--- src/rtl/g711_pkg.sv ---
package g711_pkg;

    typedef enum logic [1:0] {
        CMP_OFF  = 2'b00,
        CMP_MU   = 2'b01,
        CMP_ALAW = 2'b10,
        CMP_RSVD = 2'b11
    } cmp_mode_e;

    typedef enum logic {
        LAW_MU = 1'b0,
        LAW_A  = 1'b1
    } law_e;

    localparam int unsigned CODE_W  = 8;
    localparam int unsigned MAG_W   = 14;
    localparam int unsigned MU_CLIP = 8158;
    localparam int unsigned A_CLIP  = 4095;
    localparam logic [7:0]  A_XOR   = 8'h55;

    typedef struct packed {
        logic       neg;
        logic [2:0] seg;
        logic [3:0] mant;
    } code_t;

endpackage

--- src/rtl/g711_encoder.sv ---
module g711_encoder
    import g711_pkg::*;
#(
    parameter law_e LAW = LAW_MU,
    parameter int   DW  = 32
) (
    input  logic [DW-1:0]     sample,
    output logic [CODE_W-1:0] code
);
    localparam int unsigned CLIP = (LAW == LAW_MU) ? MU_CLIP : A_CLIP;
    localparam logic [DW-1:0] CLIP_V = DW'(CLIP);

    logic          neg;
    logic [DW-1:0] mag;
    logic [12:0]   lim;
    code_t         fields;

    // sign/magnitude split, then clamp to the law's range
    always_comb begin
        neg = sample[DW-1];
        mag = neg ? (-sample) : sample;
        lim = (mag > CLIP_V) ? CLIP_V[12:0] : mag[12:0];
    end

    generate
        if (LAW == LAW_MU) begin : g_mu
            logic [12:0] biased;
            logic [12:0] shifted;
            always_comb begin
                biased = lim + 13'd33;
                fields.neg = neg;
                fields.seg = 3'd0;
                for (int i = 0; i < 8; i++) begin
                    if (biased[5+i]) fields.seg = 3'(i);
                end
                shifted     = biased >> ({1'b0, fields.seg} + 4'd1);
                fields.mant = shifted[3:0];
                code        = ~fields;
            end
        end else begin : g_alaw
            logic [12:0] shifted;
            always_comb begin
                fields.neg = ~neg;
                fields.seg = 3'd0;
                for (int i = 1; i < 8; i++) begin
                    if (lim[4+i]) fields.seg = 3'(i);
                end
                shifted     = (fields.seg == 3'd0) ? (lim >> 1) : (lim >> fields.seg);
                fields.mant = shifted[3:0];
                code        = fields ^ A_XOR;
            end
        end
    endgenerate

endmodule

--- src/rtl/g711_decoder.sv ---
module g711_decoder
    import g711_pkg::*;
#(
    parameter law_e LAW = LAW_MU,
    parameter int   DW  = 32
) (
    input  logic [CODE_W-1:0] code,
    output logic [DW-1:0]     sample
);
    code_t            fields;
    logic             neg;
    logic [MAG_W-1:0] mag;
    logic [DW-1:0]    ext;

    generate
        if (LAW == LAW_MU) begin : g_mu
            logic [MAG_W-1:0] step;
            always_comb begin
                fields = ~code;
                neg    = fields.neg;
                step   = ({9'd0, fields.mant, 1'b0} + 14'd33) << fields.seg;
                mag    = step - 14'd33;
            end
        end else begin : g_alaw
            always_comb begin
                fields = code ^ A_XOR;
                neg    = ~fields.neg;
                if (fields.seg == 3'd0)
                    mag = {9'd0, fields.mant, 1'b1};
                else
                    mag = ({9'd0, fields.mant, 1'b1} + 14'd32) << (fields.seg - 3'd1);
            end
        end
    endgenerate

    // right-justify and sign-extend
    always_comb begin
        ext    = {{(DW-MAG_W){1'b0}}, mag};
        sample = neg ? (-ext) : ext;
    end

endmodule

--- src/rtl/g711_compander.sv ---
module g711_compander
    import g711_pkg::*;
#(
    parameter int DW = 32,
    parameter int LW = $clog2(DW)
) (
    input  logic              clk,
    input  logic              rst,
    input  logic [1:0]        cfg_mode,
    input  logic              cfg_is_tx,
    input  logic [LW-1:0]     cfg_wlen,
    input  logic              tx_wr,
    input  logic [DW-1:0]     tx_wdata,
    output logic [DW-1:0]     tx_word,
    input  logic              rx_valid,
    input  logic [CODE_W-1:0] rx_code,
    output logic [DW-1:0]     rx_word
);
    cmp_mode_e         mode;
    logic              tx_acc, rx_acc, comp_on;
    logic [CODE_W-1:0] enc_mu, enc_a;
    logic [DW-1:0]     dec_mu, dec_a;
    logic [DW-1:0]     tx_next, rx_next, wmask;
    logic [LW-1:0]     wshift;

    g711_encoder #(.LAW(LAW_MU), .DW(DW)) u_enc_mu (.sample(tx_wdata), .code(enc_mu));
    g711_encoder #(.LAW(LAW_A),  .DW(DW)) u_enc_a  (.sample(tx_wdata), .code(enc_a));
    g711_decoder #(.LAW(LAW_MU), .DW(DW)) u_dec_mu (.code(rx_code), .sample(dec_mu));
    g711_decoder #(.LAW(LAW_A),  .DW(DW)) u_dec_a  (.code(rx_code), .sample(dec_a));

    always_comb begin
        mode    = cmp_mode_e'(cfg_mode);
        comp_on = (mode == CMP_MU) || (mode == CMP_ALAW);
        tx_acc  = tx_wr && cfg_is_tx;
        rx_acc  = rx_valid && !cfg_is_tx;
        wshift  = LW'(DW - 1) - cfg_wlen;
        wmask   = {DW{1'b1}} >> wshift;
        case (mode)
            CMP_MU:   tx_next = {{(DW-CODE_W){1'b0}}, enc_mu};
            CMP_ALAW: tx_next = {{(DW-CODE_W){1'b0}}, enc_a};
            default:  tx_next = tx_wdata;
        endcase
        case (mode)
            CMP_MU:   rx_next = dec_mu;
            CMP_ALAW: rx_next = dec_a;
            default:  rx_next = {{(DW-CODE_W){1'b0}}, rx_code};
        endcase
    end

    always_ff @(posedge clk) begin
        if (rst) begin
            tx_word <= '0;
            rx_word <= '0;
        end else begin
            if (tx_acc) tx_word <= tx_next & wmask;
            if (rx_acc) rx_word <= rx_next;
        end
    end

    // registers move only on an accepted strobe
    p_tx_hold_r10: assert property (@(posedge clk) disable iff (rst)
        !(tx_wr && cfg_is_tx) |=> $stable(tx_word));
    p_rx_hold_r10: assert property (@(posedge clk) disable iff (rst)
        !(rx_valid && !cfg_is_tx) |=> $stable(rx_word));

    // a companded transmit word never carries bits above the code
    p_tx_zero_fill_r6: assert property (@(posedge clk) disable iff (rst)
        (tx_wr && cfg_is_tx && (cfg_mode == 2'b01 || cfg_mode == 2'b10))
        |=> (tx_word[DW-1:CODE_W] == '0));

    // positive overrange clamps to the top code of each law
    p_mu_sat_r5: assert property (@(posedge clk) disable iff (rst)
        (tx_wr && cfg_is_tx && cfg_mode == 2'b01 && cfg_wlen >= LW'(7)
         && $signed(tx_wdata) > $signed(DW'(MU_CLIP)))
        |=> (tx_word[CODE_W-1:0] == 8'h80));
    p_a_sat_r5: assert property (@(posedge clk) disable iff (rst)
        (tx_wr && cfg_is_tx && cfg_mode == 2'b10 && cfg_wlen >= LW'(7)
         && $signed(tx_wdata) > $signed(DW'(A_CLIP)))
        |=> (tx_word[CODE_W-1:0] == 8'hAA));

    // expanded samples stay within 14 signed bits, fully sign-extended
    p_rx_sign_ext_r7: assert property (@(posedge clk) disable iff (rst)
        (rx_valid && !cfg_is_tx && (cfg_mode == 2'b01 || cfg_mode == 2'b10))
        |=> (rx_word[DW-1:MAG_W-1] == '0 || rx_word[DW-1:MAG_W-1] == '1));

    // uncompanded receive data is zero-extended
    p_rx_plain_r9: assert property (@(posedge clk) disable iff (rst)
        (rx_valid && !cfg_is_tx && (cfg_mode == 2'b00 || cfg_mode == 2'b11))
        |=> (rx_word[DW-1:CODE_W] == '0));

endmodule

--- config.mk ---
export PLATFORM = sky130hd
export DESIGN_NAME = g711_compander
export DESIGN_NICKNAME = d
export VERILOG_FILES = /design/src/rtl/g711_pkg.sv /design/src/rtl/g711_encoder.sv /design/src/rtl/g711_decoder.sv /design/src/rtl/g711_compander.sv
export SDC_FILE = /design/constraint.sdc
export NUM_CORES = 1
export LEC_CHECK = 0
export BUFFER_PORTS_ARGS = -buffer_cell sky130_fd_sc_hd__buf_2
export CAP_MARGIN = 40
export CORE_ASPECT_RATIO = 0.6
export CORE_MARGIN = 1.5
export CORE_UTILIZATION = 58
export DETAILED_ROUTE_END_ITERATION = 12
export PLACE_DENSITY = 0.83
export REMOVE_ABC_BUFFERS = 1
export SYNTH_ARGS = -nofsm -noshare
export SYNTH_HDL_FRONTEND = slang
export SYNTH_SLANG_ARGS = --single-unit
--- constraint.sdc ---
create_clock -name clk -period 7.72 [get_ports clk]
set_input_delay 1.158 -clock clk [delete_from_list [all_inputs] [get_ports clk]]
set_output_delay 1.158 -clock clk [all_outputs]
set_load 0.05 [all_outputs]
## Yosys cells after proc, flatten, opt, wreduce, memory -nomap -nowiden

Index checks and enable logic that the tools add are counted.

- Register bits after elaboration: 64
- Input port bits: 52
- Output and inout port bits: 64
- Word-level logic and storage cells: 55

- Add/sub/neg operators: 10
- Magnitude comparators: 2
- Equality and inequality tests: 2
- Shift-type cells: 5
- Mux-type cells: 23
- Bitwise gates (word level): 6
- Reduce and logical (&&, ||, !) cells: 5

Operators by type and width:

| kind | count |
|---|---|
| 32-bit one-hot mux with 2 select lines | 2 |
| 32-bit two-way mux | 3 |
| 14-bit negator with 32-bit output | 2 |
| 32-bit AND | 1 |
| 32-bit by 12-bit greater-than comparator with 1-bit output (second input constant) | 1 |
| 32-bit by 13-bit greater-than comparator with 1-bit output (second input constant) | 1 |
| 32-bit negator | 1 |
| 32-bit by 5-bit right shift with 32-bit output (first input constant) | 1 |
| 14-bit by 3-bit << shifter with 14-bit output | 2 |
| 13-bit two-way mux | 2 |
| 3-bit two-way mux | 8 |
| 8-bit inverter | 2 |
| 5-bit by 6-bit adder with 7-bit output (second input constant) | 2 |
| 14-bit two-way mux | 1 |
| 14-bit by 6-bit subtractor with 14-bit output (second input constant) | 1 |
| 13-bit by 6-bit adder with 13-bit output (second input constant) | 1 |
| 13-bit by 3-bit right shift with 4-bit output | 1 |
| 13-bit by 4-bit right shift with 4-bit output | 1 |
| 2-bit two-way mux | 4 |
| 4-bit inverter | 2 |
| 3-bit zero test | 2 |
| 5-bit subtractor (first input constant) | 1 |
| 3-bit by 1-bit adder with 4-bit output (second input constant) | 1 |
| 4-bit two-way mux | 1 |
| other kinds (7) | 9 |

## Longest topological paths before layout

- Depth in word-level cells: 17
- Gate-level depth with buffers: 21
- Mapped depth without buffers: 20

## Modules after synthesis

Synthesis repeated with hierarchy kept, for this count alone.

- Cell total of the unflattened synthesis: 1,175
- Area total of the unflattened synthesis: 8,808.4 um^2

Modules (own cells, without submodules):

| module | instances | cells each | area an instance (um^2) | seq. area each (um^2) |
|---|---|---|---|---|
| g711_compander | 1 | 345 | 3,149.3 | 1,281.2 |
| g711_encoder at u_enc_mu | 1 | 336 | 2,262.2 | 0.0 |
| g711_encoder at u_enc_a | 1 | 192 | 1,355.0 | 0.0 |
| g711_decoder at u_dec_mu | 1 | 156 | 1,071.0 | 0.0 |
| g711_decoder at u_dec_a | 1 | 146 | 970.9 | 0.0 |

## Worst setup path before layout

OpenSTA, ideal clock, no wires.

- Kind: input -> register
- From: input tx_wdata[3]
- To: register tx_word[4]
- Library setup time: 0.071 ns
- Arrival: 6.063 ns
- Data required time: 7.649 ns
- Slack: 1.587 ns
- Stages: 20
- Buffers on the path: 3
- Path through: buf_6 or4_4 buf_6 or4_4 o21ai_1 o211ai_1 nand4b_4 or3_1 buf_4 nor2_1 nand2_1 ha_1 a21oi_1 o21ai_0 a211oi_1 nor2_1 a311oi_4 a221oi_1 or4_1 a21oi_1

- Longest elaborated chain between the ends: 15
- Elaborated cells between the ends (all ways): 25
- Classes of those cells: add/sub: 2; order compare: 2; mux: 18; bitwise: 3

Ends and longest elaborated chain:

| item | RTL line | RTL |
|---|---|---|
| start, declared | g711_compander.sv:13 | `input logic [DW-1:0] tx_wdata,` |
| 32-bit negator | g711_encoder.sv:21 | `mag = neg ? (-sample) : sample;` |
| 32-bit two-way mux * | g711_encoder.sv:21 |  |
| 32-bit by 13-bit greater-than comparator with 1-bit output | g711_encoder.sv:22 | `lim = (mag > CLIP_V) ? CLIP_V[12:0] : mag[12:0];` |
| 13-bit two-way mux | g711_encoder.sv:22 |  |
| 13-bit by 6-bit adder with 13-bit output | g711_encoder.sv:30 | `biased = lim + 13'd33;` |
| 1-bit two-way mux | g711_encoder.sv:34 | `if (biased[5+i]) fields.seg = 3'(i);` |
| 2-bit two-way mux (2 in a row) | g711_encoder.sv:34 |  |
| 3-bit two-way mux (4 in a row) | g711_encoder.sv:34 |  |
| 8-bit inverter | g711_encoder.sv:38 | `code = ~fields;` |
| 32-bit one-hot mux with 2 select lines * | g711_compander.sv:38 | `case (mode)` |
| 32-bit AND * | g711_compander.sv:55 | `if (tx_acc) tx_word <= tx_next & wmask;` |
| end signal, assigned | g711_compander.sv:55 |  |
| end, declared | g711_compander.sv:14 | `output logic [DW-1:0] tx_word,` |

Every way passes the cells marked *; elsewhere a longest branch is shown, timed or not.
A chain may end at the register's enable or synchronous reset.

## Worst setup path after layout

- From: input tx_wdata[0]
- To: register tx_word[0]

- Longest elaborated chain between the ends: 17
- Elaborated cells between the ends (all ways): 30
- Classes of those cells: add/sub: 3; order compare: 2; shift: 2; mux: 19; bitwise: 3; reduce/logical: 1

Ends and longest elaborated chain:

| item | RTL line | RTL |
|---|---|---|
| 32-bit negator | g711_encoder.sv:21 |  |
| 32-bit two-way mux | g711_encoder.sv:21 |  |
| 32-bit by 13-bit greater-than comparator with 1-bit output | g711_encoder.sv:22 |  |
| 13-bit two-way mux | g711_encoder.sv:22 |  |
| 13-bit by 6-bit adder with 13-bit output | g711_encoder.sv:30 |  |
| 1-bit two-way mux | g711_encoder.sv:34 |  |
| 2-bit two-way mux (2 in a row) | g711_encoder.sv:34 |  |
| 3-bit two-way mux (4 in a row) | g711_encoder.sv:34 |  |
| 3-bit by 1-bit adder with 4-bit output | g711_encoder.sv:36 | `shifted = biased >> ({1'b0, fields.seg} + 4'd1);` |
| 13-bit by 4-bit right shift with 4-bit output | g711_encoder.sv:36 |  |
| 8-bit inverter | g711_encoder.sv:38 |  |
| 32-bit one-hot mux with 2 select lines * | g711_compander.sv:38 |  |
| 32-bit AND * | g711_compander.sv:55 |  |

Marked as above.

==> results.toml <==
[status]
status = "completed"

[sta]
finalHoldViolCount = 0
worst_pin_slew_ns = 0.937
period_minus_slack_ns = 6.78
setup_violations = 0
max_slew_margin_pct = 37.5
fin_skew_ns = 0
drv_slew = 0
setup-tns-final_ns = 0
fmax_mhz = 147
finalCritPeriodShare_pct = 87.9
whs_ns = 0.454
rsz0062_at_grt = "false"

[global_route]
grt_max_degree = 62
grt_pass1_vias = 6566
track_usage_pct = 37.8
gr-total-overflow = 0
grt_first_pass_wirelength_um = 35500
antenna_found_initial = 1

[synthesis]
avgSynthCellArea_um2 = 7.09
synth_top_area_share_pct = 18.4
async_flop_share_pct = 0
synth.cell_area_mm2 = 0.00641
synth_cell_type_count = 88
synth.top_cells.by_area = "dfxtp_1 (18%), nor2_1 (6.7%), a21oi_1 (6.4%), nand2_1 (4.3%), xnor2_1 (4.1%)"
ys.flop_type = "dfxtp_1"
synth-edff-count = 0
synth-seq-cells = 59
synth_top_area_cell = "dfxtp_1"
netlist_instances = 904
yosysWarnings = 0
yosysSeqAreaShare_pct = 18.4

[clock_network]
cts_tree = "built"
post-cts-setup-buffer-count = 0
hold_buffers = 0
cts_root_buf = "clkbuf_16"
cts_htree_levels = 3
path_clk_slew_ns = 0.06
clock_latency_ns = 0.33
cts_buffer_depth = 2
ctsResizeCount = 0
cts_inserted_buffers = 9
clock-sinks = 59

[floorplan]
core_area_mm2 = 0.0107
die_w_um = 139
fp.dieH_um = 84.4
rows = 29
die_area_mm2 = 0.0117
start_util_pct = 60.1
io_pins = 116

[run]
maxCapViolations = 0

[setup_path]
r2r_end = "tx_word[2]"
rrSetupSlack_ns = 6.56
reg2reg_from = "tx_word[2]"
cp-start-kind = "input pin"
r2r_cells = 4
critPathRequiredTime_ns = 7.98
endpoint_kind = "register"
critPathArrivalTime_ns = 7.05
worstSetupPathType = "input pin to register"
worst-path-max-fanout = 11

[place]
io_buffers = 115
dp_hpwl_um = 17200
gp_congestion = 1.04

[final_layout]
syn2layout_area_growth_pct = 14.2
layout_common_cells = "buf_2 (115), nor2_1 (114), a21oi_1 (82)"
layout_commonest_cell = "buf_2"
seqCellArea_mm2 = 0.00118
n_antenna_cell = 0
fillers = 912
fin_util_pct = 68.6
multiInputGateArea_mm2 = 0.00484
fin_nets = 1051
drive_above_1_share_pct = 19.8

[detailed_routing]
wl_per_cell_um = 20.4
post-route-drc-count = 0
viasPerCell = 6.92
drtIter0Drc = 1244
totalWireLength_um = 22900
ant_nets = 0
num_vias = 7787
first_pass_iters = 6

[power]
leakagePower_nw = 2.92
total_power_mw = 1.14
ir_worst_vdd_v = 0.000118
power_density_mw_per_mm2 = 155

[min_path]
worstHoldEndpoint = "tx_word[9]"
holdPathStages = 2
hold_class = "register to register"
min_from = "tx_word[9]"
[through the flow]
step / worst slack [ns] / instances / cell area (µm²)
finish: 0.938 / 1126 / 7320
detailed placement: 0.818 / 1110 / 7020
global route: 0.344 / 1126 / 7320
CTS: 1.11 / 1126 / 7320
global placement: 0.851 / 1110 / 7020
floorplan: 1.36 / 835 / 6110
[Yosys cell counts, types with 4 or more instances]
cell       number
nor2b_1         8
o2111ai_1       8
o21ai_0        47
buf_4           6
nand2_1        73
or4_1           5
inv_1          19
xor2_1         21
clkbuf_1       46
nor4_1         14
a31oi_1        25
a32oi_1        13
and2_1          4
mux2i_1        17
buf_2           4
ha_1           17
o22ai_1         9
buf_1          11
nand2b_1        9
xnor2_1        30
a21o_1         11
or3_1          10
o211ai_1       10
dfxtp_1        59
and3_1         11
or2_2           6
nor3_1         30
nand4_1        11
a22oi_1        14
nor2_1        114
o31ai_1         5
a211oi_1       14
a221oi_1       10
nand3_1        35
mux2_2          9
a211o_1         4
a21oi_1        82
[how the worst max path moves through the flow]
stage                 from         end  slack, ns  depth (start not counted)
3_3_place_gp   tx_wdata[9]  tx_word[0]       0.85                         19
5_1_grt        tx_wdata[9]  tx_word[4]       0.34                         18
4_1_cts        tx_wdata[0]  tx_word[0]       1.11                         21
2_1_floorplan  tx_wdata[0]  tx_word[4]       1.36                         19
6_report       tx_wdata[0]  tx_word[0]       0.94                         21
3_5_place_dp   tx_wdata[0]  tx_word[0]       0.82                         21
[state kept, by name, indices dropped and copies added, names as in the netlist]
signal and cells:
rx_word 27, tx_word 32
[logic make-up after synthesis]
| family | synth area share (%) |
|---|---|
| fa+ha+maj | 3.32 |
| simple gates | 28.6 |
| compound gates | 31.5 |
| mux | 5.17 |
| xor+xnor | 6.97 |
| buf+inv | 6.11 |
| flops | 18.4 |
[where the power goes]
part | switching (mW) | total (mW) | internal (mW)
registers | 0.00487 | 0.318 | 0.313
clock network | 0.157 | 0.409 | 0.252
logic | 0.283 | 0.411 | 0.128
total | 0.444 | 1.14 | 0.693
[area by class of cell]
| type | instances | area share (%) |
|---|---|---|
| inverter | 24 | 1.23 |
| sequential | 59 | 16.1 |
| timing repair buffer | 136 | 10.0 |
| clock buffer | 9 | 3.08 |
| multi-input combinational | 752 | 66.1 |
| clock inverter | 7 | 1.06 |
| tap | 139 | 2.38 |
[layer usage]
metal | share of wire (%) | global-route usage, %
met5 | 0.048 | 0
met3 | 19 | 18.5
met2 | 34 | 43.7
met1 | 45 | 59.9
met4 | 1.2 | 6.63
[worst max-delay path, cell delays in order]
cell and delay, ns:
buf_2 0.12, inv_1 0.20, ha_1 0.20, or3b_2 0.45
nor4_2 0.38, a31oi_1 0.06, o21ai_0 0.32, nand4b_4 0.17
or3_1 0.53, nor2_1 0.39, nand2_1 0.11, ha_1 0.35
a21oi_1 0.56, o21ai_0 0.16, a211oi_1 0.34, nor2_1 0.12
a311oi_4 0.51, buf_4 0.22, mux2_4 0.15, or3b_1 0.34
a31oi_1 0.16
Power figures use the tool's default switching activity.
